--- config.mk ---
export PLATFORM = sky130hd
export DESIGN_NAME = pipe_interlock_ctrl
export DESIGN_NICKNAME = d
export VERILOG_FILES = /design/src/rtl/pipe_stall_pkg.sv /design/src/rtl/hazard_detect.sv /design/src/rtl/stall_ctrl.sv /design/src/rtl/tag_track.sv /design/src/rtl/perf_counters.sv /design/src/rtl/pipe_interlock_ctrl.sv
export SDC_FILE = /design/constraint.sdc
export NUM_CORES = 1
export LEC_CHECK = 0
export BUFFER_PORTS_ARGS = -buffer_cell sky130_fd_sc_hd__buf_2
export CAP_MARGIN = 20
export CORE_MARGIN = 3
export CORE_UTILIZATION = 45
export DETAILED_ROUTE_END_ITERATION = 16
export PLACE_DENSITY = 0.74
export SYNTH_ARGS = -nofsm -noshare
export SYNTH_HDL_FRONTEND = slang
export SYNTH_SLANG_ARGS = --single-unit
--- constraint.sdc ---
create_clock -name clk -period 1.63 [get_ports clk]
set_input_delay 0.163 -clock clk [delete_from_list [all_inputs] [get_ports clk]]
set_output_delay 0.163 -clock clk [all_outputs]
set_load 0.05 [all_outputs]
--- src/rtl/pipe_stall_pkg.sv ---
package pipe_stall_pkg;

  // number of inter-stage latches in a five-stage pipeline
  localparam int NUM_LATCH = 4;

  // latch positions, used where behaviour depends on a specific latch
  localparam int LATCH_IF_ID  = 0;
  localparam int LATCH_ID_EX  = 1;
  localparam int LATCH_EX_MEM = 2;
  localparam int LATCH_MEM_WB = 3;

  // control strobes from the stall control to the tag datapath
  typedef struct packed {
    logic                 pcHold;
    logic [NUM_LATCH-1:0] en;
    logic [NUM_LATCH-1:0] bub;
  } ctlStrobes_t;

  // reason the pipeline is not flowing freely this cycle
  typedef enum logic [1:0] {
    CAUSE_NONE,
    CAUSE_IFETCH,
    CAUSE_LOADUSE,
    CAUSE_DMEM
  } stallCause_t;

endpackage

--- src/rtl/hazard_detect.sv ---
module hazard_detect #(
  parameter int REG_ADDR_W = 5,
  parameter int NUM_SRC    = 2
) (
  input  logic                          exLoad,
  input  logic                          exTagValid,
  input  logic [REG_ADDR_W-1:0]         exRd,
  input  logic                          idTagValid,
  input  logic [NUM_SRC*REG_ADDR_W-1:0] idSrcRegs,
  input  logic [NUM_SRC-1:0]            idSrcUsed,
  output logic                          loadUse
);

  logic [NUM_SRC-1:0] srcHit;
  logic               rdLive;

  // register zero is hardwired, a load into it creates no dependency
  assign rdLive = exLoad && exTagValid && (exRd != '0);

  for (genvar k = 0; k < NUM_SRC; k++) begin : g_src
    assign srcHit[k] = idSrcUsed[k] &&
                       (idSrcRegs[k*REG_ADDR_W +: REG_ADDR_W] == exRd);
  end

  assign loadUse = rdLive && idTagValid && (|srcHit);

endmodule

--- src/rtl/stall_ctrl.sv ---
module stall_ctrl
  import pipe_stall_pkg::*;
(
  input  logic        icacheMiss,
  input  logic        dcacheMiss,
  input  logic        loadUse,
  output ctlStrobes_t strobes
);

  stallCause_t cause;

  // priority: data miss freezes everything, then the interlock, then fetch
  always_comb begin
    if (dcacheMiss)      cause = CAUSE_DMEM;
    else if (loadUse)    cause = CAUSE_LOADUSE;
    else if (icacheMiss) cause = CAUSE_IFETCH;
    else                 cause = CAUSE_NONE;
  end

  always_comb begin
    strobes.pcHold = 1'b0;
    strobes.en     = '1;
    strobes.bub    = '0;
    case (cause)
      CAUSE_DMEM: begin
        strobes.pcHold                  = 1'b1;
        strobes.en                      = '0;
        strobes.en[LATCH_MEM_WB]        = 1'b1;
        strobes.bub[LATCH_MEM_WB]       = 1'b1;
      end
      CAUSE_LOADUSE: begin
        strobes.pcHold                  = 1'b1;
        strobes.en[LATCH_IF_ID]         = 1'b0;
        strobes.bub[LATCH_ID_EX]        = 1'b1;
      end
      CAUSE_IFETCH: begin
        strobes.pcHold                  = 1'b1;
        strobes.bub[LATCH_IF_ID]        = 1'b1;
      end
      default: ;
    endcase
  end

endmodule

--- src/rtl/tag_track.sv ---
module tag_track #(
  parameter int NUM_LATCH = 4
) (
  input  logic                 clk,
  input  logic                 rstN,
  input  logic [NUM_LATCH-1:0] en,
  input  logic [NUM_LATCH-1:0] bub,
  output logic [NUM_LATCH-1:0] tags
);

  for (genvar i = 0; i < NUM_LATCH; i++) begin : g_latch
    logic upstream;
    if (i == 0) begin : g_first
      assign upstream = 1'b1;
    end else begin : g_rest
      assign upstream = tags[i-1];
    end

    always_ff @(posedge clk or negedge rstN) begin
      if (!rstN)      tags[i] <= 1'b0;
      else if (en[i]) tags[i] <= bub[i] ? 1'b0 : upstream;
    end
  end

endmodule

--- src/rtl/perf_counters.sv ---
module perf_counters #(
  parameter int CNT_W = 32
) (
  input  logic             clk,
  input  logic             rstN,
  input  logic             wbTag,
  output logic [CNT_W-1:0] retired,
  output logic [CNT_W-1:0] bubbles
);

  localparam logic [CNT_W-1:0] ONE = CNT_W'(1);

  always_ff @(posedge clk or negedge rstN) begin
    if (!rstN) begin
      retired <= '0;
      bubbles <= '0;
    end else if (wbTag) begin
      retired <= retired + ONE;
    end else begin
      bubbles <= bubbles + ONE;
    end
  end

endmodule

--- src/rtl/pipe_interlock_ctrl.sv ---
module pipe_interlock_ctrl
  import pipe_stall_pkg::*;
#(
  parameter int REG_ADDR_W = 5,
  parameter int NUM_SRC    = 2,
  parameter int CNT_W      = 32
) (
  input  logic                          clk,
  input  logic                          rstN,
  input  logic                          icacheMiss,
  input  logic                          dcacheMiss,
  input  logic                          exIsLoad,
  input  logic [REG_ADDR_W-1:0]         exDestReg,
  input  logic [NUM_SRC*REG_ADDR_W-1:0] idSrcRegs,
  input  logic [NUM_SRC-1:0]            idSrcUsed,
  output logic                          pcHold,
  output logic [NUM_LATCH-1:0]          stageEn,
  output logic [NUM_LATCH-1:0]          stageBubble,
  output logic                          idValid,
  output logic                          exValid,
  output logic                          memValid,
  output logic                          wbValid,
  output logic [CNT_W-1:0]              retiredCount,
  output logic [CNT_W-1:0]              bubbleCount
);

  ctlStrobes_t          strobes;
  logic                 loadUse;
  logic [NUM_LATCH-1:0] tags;

  hazard_detect #(
    .REG_ADDR_W(REG_ADDR_W),
    .NUM_SRC   (NUM_SRC)
  ) u_hazard (
    .exLoad    (exIsLoad),
    .exTagValid(tags[LATCH_ID_EX]),
    .exRd      (exDestReg),
    .idTagValid(tags[LATCH_IF_ID]),
    .idSrcRegs (idSrcRegs),
    .idSrcUsed (idSrcUsed),
    .loadUse   (loadUse)
  );

  stall_ctrl u_ctrl (
    .icacheMiss(icacheMiss),
    .dcacheMiss(dcacheMiss),
    .loadUse   (loadUse),
    .strobes   (strobes)
  );

  tag_track #(.NUM_LATCH(NUM_LATCH)) u_tags (
    .clk (clk),
    .rstN(rstN),
    .en  (strobes.en),
    .bub (strobes.bub),
    .tags(tags)
  );

  perf_counters #(.CNT_W(CNT_W)) u_cnt (
    .clk    (clk),
    .rstN   (rstN),
    .wbTag  (tags[LATCH_MEM_WB]),
    .retired(retiredCount),
    .bubbles(bubbleCount)
  );

  assign pcHold      = strobes.pcHold;
  assign stageEn     = strobes.en;
  assign stageBubble = strobes.bub;
  assign idValid     = tags[LATCH_IF_ID];
  assign exValid     = tags[LATCH_ID_EX];
  assign memValid    = tags[LATCH_EX_MEM];
  assign wbValid     = tags[LATCH_MEM_WB];

endmodule

==> impl_metrics.ini, run 1 <==
[run_status]
outcome = complete, but fails checks
violations = setup timing

[cts]
cts_tree = built
clock_latency_ps = 330
numCtsBuffers = 9
root_buffer = clkbuf_8
cts_buffer_depth = 2
htreeDepth = 3
cts_sinks = 68
path_clk_slew_ps = 70

[finish]
nets = 477
layout_commonest_cell = buf_2
drive_above_1_share = 0.5939
layout_common_cells = 89 x buf_2, 69 x buf_4, 38 x xnor2_1
n_antenna_cell = 0
fillers = 449
multi_input_area_sq_um = 1690
fin_area_sq_um = 4951
register_area_sq_um = 1742
area_delta_synth_final_pct = 57.27

[yosys]
synth_edf_count = 0
synth.distinct_cells = 37
netlist_instances = 276
synth_top_family_by_area = simple AND/OR/NAND/NOR gates
synth_compound_area_frac = 0.01113
syn_nets = 300
seq_area_frac_synth = 0.5405
synthAdderAreaFrac = 0.007949
synthMuxAreaShare = 0.01073
synth_flop_cell = dfrtp_1
synth-simple-area-share = 0.2039
syn_area_per_cell_sq_um = 11.41
async_flop_share = 1.000
ys_warn_count = 0
synthesis.area_sq_um = 3148
ys_ff_latch = 68
yosys.area_share.xor_xnor = 0.2003

[timing]
finalSetupViolCount = 23
hold_viol = 0
fin_ws_ps = -175.3
rsz0062_at_grt = true
max_freq_ghz = 0.5539
skew_ps = 11.90
drv_slew = 0
fin_crit_ps = 1805
finalCritPeriodShare = 1.108

[pwr]
powerDensity_nw_per_um2 = 1041
clkPwrFrac = 0.289
p_int_mw = 3.314
ir_drop_uv = 883.1
power_switching_mw = 1.842
pwr-share-seq = 0.389
power_frac_comb = 0.322
p_leak_nw = 2.594
swShare = 0.3572

[place]
dp_hpwl_um = 5425
numPortBuffers = 96
placed_area_sq_um = 4275
gp_congestion = 0.7674
place_ws_ps = -310.0

[floorplan]
fp.dieArea_sq_um = 8035
start_util = 0.4793
core_area_sq_um = 6568
rows = 29
die_h_um = 89.64
pin_count = 99
fp.dieW_um = 89.64

[grt]
grt_pass1_wl_um = 12630
grt_pass1_vias = 2821
antenna_found_initial = 0
grt_usage = 0.2017
grt_max_degree = 69
grt.overflow.total = 0

[run]
drv_cap = 0

[route]
drc = 0
wl_per_cell_um = 14.38
num_vias = 2694
viasPerCell = 4.889
ant_nets = 0
wl_um = 7925
drt_first_pass_iters = 4
drt_iter0_drc = 67

[setup_path]
crit_start = u_cnt.retired[0]
cp.required_ps = 1840
start_kind = flip-flop
timing.rr.end = u_cnt.retired[28]
r2r_cells = 6
path_class = reg -> reg
crit_chain = ha_4 -> and3_4 -> or4b_4 -> nor4_4 -> nand2_1 -> xnor2_1
worstPathMaxFanout = 3
critPathCaptureType = flip-flop
r2r-start = u_cnt.retired[0]
crit_path_end = u_cnt.retired[28]
cp_slowest_stage_delay_ps = 510
arrival_ps = 2010
cp_slowest_cell = or4b_4
r2r_setup_slack_ps = -180

[hold_path]
hold_path_class = in -> reg
-- worst min-delay path by stage --
stage | start | to | slack [ps] | cells after the start
after floorplan | rstN | u_cnt.bubbles[0] | -130 | 0
after global placement | rstN | u_cnt.bubbles[27] | 210 | 2
after detailed placement | rstN | u_cnt.bubbles[27] | 210 | 2
after CTS | dcacheMiss | u_tags.tags[3] | 100 | 2
after global routing | dcacheMiss | u_tags.tags[3] | 140 | 2
final | dcacheMiss | u_tags.tags[3] | 120 | 2
-- cell families (layout without fill, tap and decap cells) --
kind of cell             Yosys count  count (layout)
AND/OR/NAND/NOR                  112             112
AO/OA/AOI/OAI                      5               5
multiplexers                       3               3
XOR/XNOR                          72              72
buffers and inverters             12             194
other                              2               2
flip-flops                        68              68
adder cells (fa/ha/maj)            2               2
-- layout make-up --
type | instances | area share
sequential | 68 | 0.3518
inverter | 4 | 0.003538
tap | 93 | 0.02350
clock inverter | 7 | 0.01845
multi-input combinational | 196 | 0.3414
timing repair buffer | 174 | 0.2363
clock buffer | 9 | 0.02502
-- repair_timing --
action / CTS / global route
resized for setup: 38 / 38
hold buffers: 1 / 0
endpoints found under the hold margin: 68 / 0
buffers inserted: 6 / 8
pin swaps: 18 / 28
gates cloned: 0 / 0
endpoints found under the setup margin: 31 / 40
-- flip-flops by register name, summed over array words and instances, names as in the netlist --
register,count
u_cnt.retired,32
u_tags.g_latch.upstream,3
u_tags.tags,1
u_cnt.bubbles,32
-- Yosys cell counts, drive strengths merged, types with 3 or more instances --
cell type,count,area [sq um]
xnor2,45,394.1
and3,10,62.56
dfrtp,68,1702
nand2,25,93.84
nor3,5,36.29
mux2,3,33.78
inv,4,15.01
nor4,5,52.55
buf,6,50.04
and4,4,35.03
xor2,27,236.5
nor2,15,66.31
nand4,14,93.84
nand3,23,120.1
-- power groups by stage --
| stage | Sequential, mW | Clock (mW) | Combinational [mW] |
|---|---|---|---|
| final | 2.01 | 1.49 | 1.66 |
| after detailed placement | 2.01 | 0 | 1.57 |
| after global placement | 2.00 | 0 | 1.54 |
| after floorplan | 2.65 | 0 | 0.348 |
| after global routing | 2.03 | 1.61 | 1.76 |
| after CTS | 2.00 | 1.53 | 1.64 |
-- per-stage QoR --
step | util | hold slack [ps] | power [mW] | instances | TNS, ps
finish | 0.7539 | 123.9 | 5.156 | 551 | -2164
detailed placement | 0.6510 | 211.7 | 3.579 | 520 | -3960
floorplan | - | -132.6 | 2.997 | 276 | -7808
global route | 0.7539 | 143.0 | 5.403 | 551 | -4499
global placement | 0.6510 | 208.1 | 3.542 | 520 | -3211
CTS | 0.7140 | 103.3 | 5.160 | 543 | -1616
-- per-layer routing --
| metal | track usage | wire [um] | vias up |
|---|---|---|---|
| met5 | 0 | 0 | - |
| met2 | 0.3644 | 4294 | 89 |
| met3 | 0.04288 | 372 | 17 |
| li1 | - | - | 1292 |
| met4 | 0.08931 | 189 | 0 |
| met1 | 0.2271 | 3069 | 1296 |
-- worst max-delay path: cells and delay by family (launching register included) --
kind,cells,cell delay [ps]
simple gates,4,1020
flops,1,390
fa+ha+maj,1,140
xor+xnor,1,140
Note: power is estimated with default switching activity, not from simulation.
==> run 2, diff against run 1 <==
Settings changed: CAP_MARGIN 20 to 30, RECOVER_POWER from default to 50.
==> run 2 against run 1 <==
Compared with the run above: the flow still finishes with violations (setup timing); clock skew decreased by 0.52 ps; largest power group unchanged; worst hold slack better by 1.0 ps; via count down 0.30%; critical path type unchanged.
==> impl_metrics.ini, run 2 (synthesized netlist as in run 1, its figures left out) <==
[run_status]
outcome = complete, but fails checks
violations = setup timing

[timing]
fin_crit_ps = 1806
rsz0062_at_grt = true
hold_viol = 0
fin_ws_ps = -176.1
finalSetupViolCount = 27
max_freq_ghz = 0.5537
skew_ps = 11.37
drv_slew = 0
tightest_slew_ps = 919.0
slew_headroom = 0.3873
finalCritPeriodShare = 1.108

[grt]
grt_pass1_vias = 2821
antenna_found_initial = 0
grt.overflow.total = 0
grt_pass1_wl_um = 12630
gr-usage-met1 = 0.2271
grt_usage = 0.2017
busiest_layer = met2
met3_usage = 0.04288
gr-usage-met2 = 0.3644
grt_max_degree = 69

[route]
drc = 0
num_vias = 2686
ant_nets = 0
wl_um = 7940
wl_per_cell_um = 14.41
drt_first_pass_iters = 4
drt_iter0_drc = 58
viasPerCell = 4.875

[setup_path]
r2r-start = u_cnt.retired[0]
critPathCaptureType = flip-flop
r2r_cells = 6
start_kind = flip-flop
cp_slowest_cell = or4b_4
worstPathMaxFanout = 3
r2r_setup_slack_ps = -180
cp_slowest_stage_delay_ps = 510
crit_chain = ha_4 -> and3_4 -> or4b_4 -> nor4_4 -> nand2_1 -> xnor2_1
timing.rr.end = u_cnt.retired[28]
path_class = reg -> reg
cp.required_ps = 1840
critPathBufInv = 0
arrival_ps = 2010
cp_top_family = simple AND/OR/NAND/NOR gates

[finish]
layout_commonest_cell = buf_2
n_antenna_cell = 0
nets = 477
fin_area_sq_um = 4915
area_delta_synth_final_pct = 56.12
drive_above_1_share = 0.5655
finalNonFillerCells = 551
layout_common_cells = 79 x buf_2, 66 x buf_4, 38 x xnor2_1

[cts]
cts_tree = built
numCtsBuffers = 9
root_buffer = clkbuf_8
cts_buffer_depth = 2
htreeDepth = 3
path_clk_slew_ps = 70
clock_latency_ps = 330
cts_sinks = 68

[floorplan]
fp.dieW_um = 89.64
core_area_sq_um = 6568
pin_count = 99
rows = 29
die_h_um = 89.64
start_util = 0.4793
fp.dieArea_sq_um = 8035

[place]
gp_congestion = 0.7674
dp_hpwl_um = 5425
numPortBuffers = 96
placedCellCount = 520
placed_area_sq_um = 4275

[run]
drv_cap = 0

[pwr]
p_leak_nw = 2.540
powerDensity_nw_per_um2 = 1046
ir_drop_uv = 857.5

[hold_path]
whs_path_depth = 2
hold_end = u_tags.tags[3]
hold_path_class = in -> reg
hp-start = dcacheMiss
run 2: per-layer routing:
metal | up-vias | wire [um]
met5 | - | 0
met4 | 0 | 185
li1 | 1292 | -
met3 | 17 | 359
met1 | 1292 | 3081
met2 | 85 | 4313
run 2: repair_timing:
item                                    4_1_cts  5_1_grt
hold endpoints to repair                     68        0
resized for setup                            38       38
setup buffers                                 6        8
endpoints found under the setup margin       31       40
hold buffers                                  1        0
pin swaps                                    18       28
cloned                                        0        0
run 2: final cells by class:
type,count,area [sq um]
clock buffers,9,123.9
well taps,93,116.4
flip-flops and latches,68,1742
repair buffers,174,1134
inverters,4,17.52
fillers,464,1653
multi-input cells,196,1690
clock inverters,7,91.34
run 2: worst max-delay path by stage:
stage,start,to,cells after the start
4_1_cts,u_cnt.retired[0],u_cnt.retired[28],6
3_3_place_gp,u_cnt.retired[0],u_cnt.retired[30],6
3_5_place_dp,u_cnt.retired[1],u_cnt.retired[28],6
2_1_floorplan,u_cnt.retired[0],u_cnt.retired[22],7
5_1_grt,u_cnt.retired[0],u_cnt.retired[30],6
6_report,u_cnt.retired[0],u_cnt.retired[28],6
run 2: report_power, final:
group / switching [mW] / total [mW] / internal (mW)
combinational: 1.07 / 1.64 / 0.572
clock: 0.634 / 1.49 / 0.856
sequential: 0.137 / 2.01 / 1.87
run 2: metrics by stage:
stage          worst slack, ps  setup TNS [ps]  utilization  power (mW)  hold slack (ps)
6_report                -176.1           -2575       0.7483       5.139            125.0
5_1_grt                 -247.7           -5384       0.7483       5.387            143.9
4_1_cts                 -166.4           -1616       0.7140       5.160            103.3
3_5_place_dp            -310.0           -3960       0.6510       3.579            211.7
3_3_place_gp            -243.0           -3211       0.6510       3.542            208.1
2_1_floorplan           -432.0           -7808            -       2.997           -132.6
